==> src/rtl/hzPkg.sv <==
package hzPkg;

  typedef enum logic [1:0] {
    FWD_RF    = 2'b00,
    FWD_MEMWB = 2'b01,
    FWD_EXMEM = 2'b10
  } fwdSel_e;

  typedef struct packed {
    logic holdFront;
    logic bubbleEx;
  } stallStrobe_t;

endpackage

==> src/rtl/fwdSelect.sv <==
module fwdSelect #(
  parameter int REG_W   = 5,
  parameter int NUM_OPS = 2
) (
  input  logic [NUM_OPS-1:0][REG_W-1:0] srcReg,
  input  logic [REG_W-1:0]              exmemRd,
  input  logic                          exmemWe,
  input  logic [REG_W-1:0]              memwbRd,
  input  logic                          memwbWe,
  output logic [NUM_OPS-1:0][1:0]       opSel
);
  import hzPkg::*;

  logic nearLive;
  logic farLive;

  // a producer counts only if it writes a real (nonzero) register
  assign nearLive = exmemWe && (exmemRd != '0);
  assign farLive  = memwbWe && (memwbRd != '0);

  for (genvar g = 0; g < NUM_OPS; g++) begin : gOperand
    logic hitNear;
    logic hitFar;
    assign hitNear = nearLive && (exmemRd == srcReg[g]);
    assign hitFar  = farLive  && (memwbRd == srcReg[g]);
    // younger producer first
    assign opSel[g] = hitNear ? FWD_EXMEM : (hitFar ? FWD_MEMWB : FWD_RF);
  end

endmodule

==> src/rtl/stallDetect.sv <==
module stallDetect #(
  parameter int REG_W      = 5,
  parameter bit SHARED_MEM = 1'b1
) (
  input  logic [REG_W-1:0]    ifidRs,
  input  logic [REG_W-1:0]    ifidRt,
  input  logic [REG_W-1:0]    idexRd,
  input  logic                idexWe,
  input  logic                idexLoad,
  input  logic                exmemLoad,
  output hzPkg::stallStrobe_t strobe
);
  logic loadLive;
  logic loadUse;
  logic portBusy;

  assign loadLive = idexLoad && idexWe && (idexRd != '0);
  assign loadUse  = loadLive && ((idexRd == ifidRs) || (idexRd == ifidRt));

  if (SHARED_MEM) begin : gSharedPort
    assign portBusy = exmemLoad;
  end else begin : gSplitPort
    logic unusedLoadFlag;
    assign unusedLoadFlag = exmemLoad;
    assign portBusy = 1'b0;
  end

  always_comb begin
    strobe.holdFront = loadUse || portBusy;
    strobe.bubbleEx  = loadUse || portBusy;
  end

endmodule

==> src/rtl/pipeHazardUnit.sv <==
module pipeHazardUnit #(
  parameter int NUM_REGS   = 32,
  parameter bit SHARED_MEM = 1'b1,
  localparam int REG_W     = $clog2(NUM_REGS)
) (
  input  logic             clk,
  input  logic             rstN,
  input  logic [REG_W-1:0] ifidRs,
  input  logic [REG_W-1:0] ifidRt,
  input  logic [REG_W-1:0] idexRs,
  input  logic [REG_W-1:0] idexRt,
  input  logic [REG_W-1:0] idexRd,
  input  logic             idexWe,
  input  logic             idexLoad,
  input  logic [REG_W-1:0] exmemRd,
  input  logic             exmemWe,
  input  logic             exmemLoad,
  input  logic [REG_W-1:0] memwbRd,
  input  logic             memwbWe,
  output logic [1:0]       fwdA,
  output logic [1:0]       fwdB,
  output logic             holdFront,
  output logic             bubbleEx
);
  import hzPkg::*;

  // clock and reset serve only the bound checker
  logic unusedClkRst;
  assign unusedClkRst = clk & rstN;

  logic [1:0][REG_W-1:0] opSrc;
  logic [1:0][1:0]       opSel;
  stallStrobe_t          strobe;

  assign opSrc[0] = idexRs;
  assign opSrc[1] = idexRt;

  fwdSelect #(.REG_W(REG_W), .NUM_OPS(2)) uFwd (
    .srcReg (opSrc),
    .exmemRd(exmemRd),
    .exmemWe(exmemWe),
    .memwbRd(memwbRd),
    .memwbWe(memwbWe),
    .opSel  (opSel)
  );

  stallDetect #(.REG_W(REG_W), .SHARED_MEM(SHARED_MEM)) uStall (
    .ifidRs   (ifidRs),
    .ifidRt   (ifidRt),
    .idexRd   (idexRd),
    .idexWe   (idexWe),
    .idexLoad (idexLoad),
    .exmemLoad(exmemLoad),
    .strobe   (strobe)
  );

  assign fwdA      = opSel[0];
  assign fwdB      = opSel[1];
  assign holdFront = strobe.holdFront;
  assign bubbleEx  = strobe.bubbleEx;

endmodule

==> config.mk <==
export PLATFORM = sky130hd
export DESIGN_NAME = pipeHazardUnit
export DESIGN_NICKNAME = d
export VERILOG_FILES = /design/src/rtl/hzPkg.sv /design/src/rtl/fwdSelect.sv /design/src/rtl/stallDetect.sv /design/src/rtl/pipeHazardUnit.sv
export SDC_FILE = /design/constraint.sdc
export NUM_CORES = 1
export LEC_CHECK = 0
export BUFFER_PORTS_ARGS = -buffer_cell sky130_fd_sc_hd__buf_2
export CAP_MARGIN = 25
export CORE_AREA = 2 2 39 41
export DETAILED_ROUTE_END_ITERATION = 16
export DIE_AREA = 0 0 41 43
export PLACE_DENSITY_LB_ADDON = 0.15
export SLEW_MARGIN = 20
export SYNTH_ARGS = -nofsm -noshare
export SYNTH_HDL_FRONTEND = slang
export SYNTH_SLANG_ARGS = --single-unit
==> constraint.sdc <==
create_clock -name vclk -period 1.38
set_input_delay 0.138 -clock vclk [all_inputs]
set_output_delay 0.138 -clock vclk [all_outputs]
set_load 0.02 [all_outputs]
Word level (Yosys, flattened, before mapping):

Cells that the tools add are included.

* flip-flop bits (word level): 0
* input port bits: 42
* output and inout bits: 6
* word-level logic and storage cells: 24

* eq/ne operators: 6
* mux-type cells: 4
* reduce and logical (&&, ||, !) cells: 14

Operators by type and width (count)
* == test 5 bit: 6
* nonzero test 5 bit: 3
* logical AND 1 bit: 9
* 2-to-1 mux 2 bit: 2
* logical OR 1 bit: 2
* 2-to-1 mux 1 bit: 2

Depth between registers and ports, before layout:

* depth after elaboration: 5
* gate-level depth with buffers: 5
* gate-level depth less buffers: 4

Hierarchy:

Synthesis repeated with hierarchy kept, for this count alone.

* cells, all modules: 56
* area, all modules: 426.7 um^2

Modules (own cells, without submodules)
* fwdSelect: instances 1, cells each 36, area an instance 285.3 um^2, sequential area each 0.0 um^2
* stallDetect: instances 1, cells each 20, area an instance 141.4 um^2, sequential area each 0.0 um^2

Least setup slack after synthesis:

No wires, ideal clock.

* path kind: input port to output port
* start: input exmemRd[4]
* end: output fwdA[0]
* data arrival time: 1.400 ns
* required time: 1.242 ns
* slack: -0.158 ns
* stages: 4
* buffers on the path: 0
* cell sequence: or4_1 -> o21ai_2 -> nor4_1 -> nor4_2

* cells in the longest elaborated chain, start to end: 4
* elaborated cells on any way between the ends: 5
* classes of those cells: eq/ne: 1; mux: 1; reduce/logical: 3

RTL lines
* from (decl): RTL line pipeHazardUnit.sv:15 `input logic [REG_W-1:0] exmemRd,`
* nonzero test 5 bit: RTL line fwdSelect.sv:18 `assign nearLive = exmemWe && (exmemRd != '0);`
* logical AND 1 bit: RTL line fwdSelect.sv:18
* logical AND 1 bit *: RTL line fwdSelect.sv:24 `assign hitNear = nearLive && (exmemRd == srcReg[g]);`
* named net uFwd.gOperand[0].hitNear: RTL line fwdSelect.sv:22 `logic hitNear;`
* 2-to-1 mux 2 bit *: RTL line fwdSelect.sv:27 `assign opSel[g] = hitNear ? FWD_EXMEM : (hitFar ? FWD_MEMWB : FWD_RF);`
* to (decl): RTL line pipeHazardUnit.sv:20 `output logic [1:0] fwdA,`

The timed path passes the listed nets; every way through them passes the cells marked *.

Worst setup path in the final report:

* start: input memwbRd[0]
* end: output fwdA[0]

* cells in the longest elaborated chain, start to end: 5
* elaborated cells on any way between the ends: 6
* classes of those cells: eq/ne: 1; mux: 2; reduce/logical: 3

RTL lines
* from (decl): RTL line pipeHazardUnit.sv:18 `input logic [REG_W-1:0] memwbRd,`
* nonzero test 5 bit: RTL line fwdSelect.sv:19 `assign farLive = memwbWe && (memwbRd != '0);`
* logical AND 1 bit: RTL line fwdSelect.sv:19
* logical AND 1 bit *: RTL line fwdSelect.sv:25 `assign hitFar = farLive && (memwbRd == srcReg[g]);`
* 2-to-1 mux 1 bit *: RTL line fwdSelect.sv:27
* 2-to-1 mux 2 bit *: RTL line fwdSelect.sv:27

Every way passes the cells marked *; elsewhere a longest branch is shown, timed or not.

==> qor.csv <==
stage,metric,value,unit
critical_path,Bufs and invs on worst path,2,
timing,minimum clock period,1530,ps
detailed_routing,Via density,4.54,
finish,Final Instance Area,867,um2
floorplan,I/O pin count,48,
worst_hold_path,Hold Path Class,in -> out,
critical_path,kind of critical path,in -> out,
finish,layout cells sized above 1,64.2,%
power_and_ir_drop,Tot Pwr,0.266,mW
critical_path,CP Cell Sequence,buf_2 -> xor2_1 -> or4_4 -> nor4_4 -> buf_4,
timing,final cycle utilization of the critical path,111,%
synthesis,Area contributors post-synth,"xnor2_1 (33%), xor2_1 (29%), or4_1 (7.1%)",
timing,Setup WS post-layout,-147,ps
detailed_routing,Detail Route Antenna Nets,0,
clock_network,hold buffers post-CTS,0,
placement,area of placed instances,751,um2
timing,max frequency,655,MHz
detailed_routing,WL/cell,10.1,um
placement,setup slack at placement,-245,ps
detailed_routing,Total Wirelength,1.27,mm
timing,Final Setup Violations,2,
placement,Port-buffer cells,46,
critical_path,critical path's largest stage delay,550,ps
outcome,failing checks,negative setup slack,
timing,worst hold slack,599,ps
finish,Seq cells,0,
critical_path,"slowest stage cell, crit path",or4_4,
synthesis,post-synthesis sequential area ratio,0,%
floorplan,die height,43,um
finish,FF+latch area,0,um2
critical_path,element type at the critical path end,primary output,
detailed_routing,Via Count,568,
finish,# clk buffers,0,
power_and_ir_drop,LEAKAGE,0.399,nW
synthesis,synth cell count leaders,"xnor2_1 (16), xor2_1 (14), nand3_1 (4), or4_1 (4)",
synthesis,Synth area leader,xnor2_1,
timing,Final Max Tran Viols,0,
critical_path,Critical Path AT,1390,ps
floorplan,Initial Util,30.6,%
critical_path,Worst setup SP type,input port,
floorplan,Rows,14,
worst_hold_path,hold endpoint,bubbleEx,
global_route,GRT Resource Usage Total,14.9,%
power_and_ir_drop,PwrDens,307,nW/um2
critical_path,CP max FO,3,
placement,dpl hpwl,1.13,mm
global_route,largest net degree at the start of global routing,4,
finish,number of fill cells,117,
timing,Max-slew headroom,81.0,%
timing,Hold Fails Final Rpt,0,
global_route,initial antenna violation count,0,
synthesis,Synth top area share,33.1,%
floorplan,Die Wd,41,um
critical_path,Top delay family on crit path,simple AND/OR/NAND/NOR gates,
power_and_ir_drop,Peak VDD IR,138,uV
floorplan,Core ar.,1380,um2
synthesis,Mapped Area,423,um2
detailed_routing,drt initial violations,1,
global_route,first-pass GRT wire length,1.93,mm
finish,area grow syn2layout,105,%
timing,Worst-Margin Slew,283,ps
worst_hold_path,HP Start,exmemLoad,
synthesis,"Avg Cell Area, Syn",7.83,um2
finish,ANT cells,0,
synthesis,synthesized net count,96,
worst_hold_path,Hold Path Depth,3,
finish,Total Nets Final,153,
finish,fin util,62.7,%
detailed_routing,residual DRC count,0,
synthesis,most numerous cell in the Yosys netlist,xnor2_1,
job,Max Cap Violations,0,
placement,Placer Congestion,0.672,
detailed_routing,TritonRoute pass-1 iters,2,
finish,area of the multi-input gates,492,um2
synthesis,Yosys warnings,0,
global_route,vias in the first global route,515,
outcome,outcome,"finished, violations left",
global_route,GR Overflow Total,0,
floorplan,Die ar.,1760,um2
timing,RSZ-0062 raised after global routing,yes,
synthesis,Cells after Synth,54,
synthesis,"Distinct cells, synth",14,
critical_path,Required @ worst endpoint,1240,ps
-- metrics by stage --
step | cells | setup TNS [ps]
3_3_place_gp | 124 | -679
6_report | 125 | -287
4_1_cts | 125 | -360
5_1_grt | 125 | -433
2_1_floorplan | 54 | -34.7
3_5_place_dp | 124 | -729
-- kinds of logic after synthesis --
family                 count (synthesis)  synth area share [%]
AO/OA/AOI/OAI                          4                  7.10
XOR/XNOR                              30                  62.1
buffers and inverters                  3                  5.33
AND/OR/NAND/NOR                       17                  25.4
-- timing repair --
| item | 4_1_cts | 5_1_grt |
|---|---|---|
| gates resized for setup | 21 | 2 |
| gates cloned | 0 | 0 |
| endpoints found under the setup margin | 4 | 4 |
| setup buffers | 2 | 0 |
| pin swaps | 6 | 2 |
-- power breakdown --
part / internal (mW) / total, mW / switching, mW
clock: 0 / 0 / 0
combinational: 0.145 / 0.266 / 0.121
sequential: 0 / 0 / 0
total: 0.145 / 0.266 / 0.121
-- cells in the final DEF, fill, tap and decap left out, drive strengths merged --
cell   Yosys  layout
o21ai      2       2
xnor2     16      16
nand3      4       4
buf        3      58
nor4       4       4
nor2       1       1
nor3       1       1
a41o       1       1
o22ai      1       1
or4        4       4
nand2      3       3
xor2      14      14
-- layer usage --
layer	GRT usage, %	up-vias	part of all wire (%)
li1	-	299	-
met1	15.9	243	36
met2	30.9	26	56
met3	0	0	7.8
met4	0	0	0
met5	0	-	0
-- area by class of cell --
class / count / share of cell area (%)
Timing Repair Buffer: 58 / 41.0
Tap cell: 16 / 2.31
Multi-Input combinational cell: 51 / 56.7
-- worst max-delay path by stage --
| stage | from | endpoint | cells after the start |
|---|---|---|---|
| after floorplan | memwbRd[3] | fwdA[0] | 4 |
| after global placement | memwbRd[3] | fwdA[0] | 6 |
| after detailed placement | memwbRd[3] | fwdA[0] | 6 |
| after CTS | exmemRd[4] | fwdB[0] | 6 |
| after global routing | idexRt[3] | fwdB[0] | 5 |
| final | memwbRd[0] | fwdA[0] | 5 |
No activity file was read; power rests on OpenSTA's default activity.
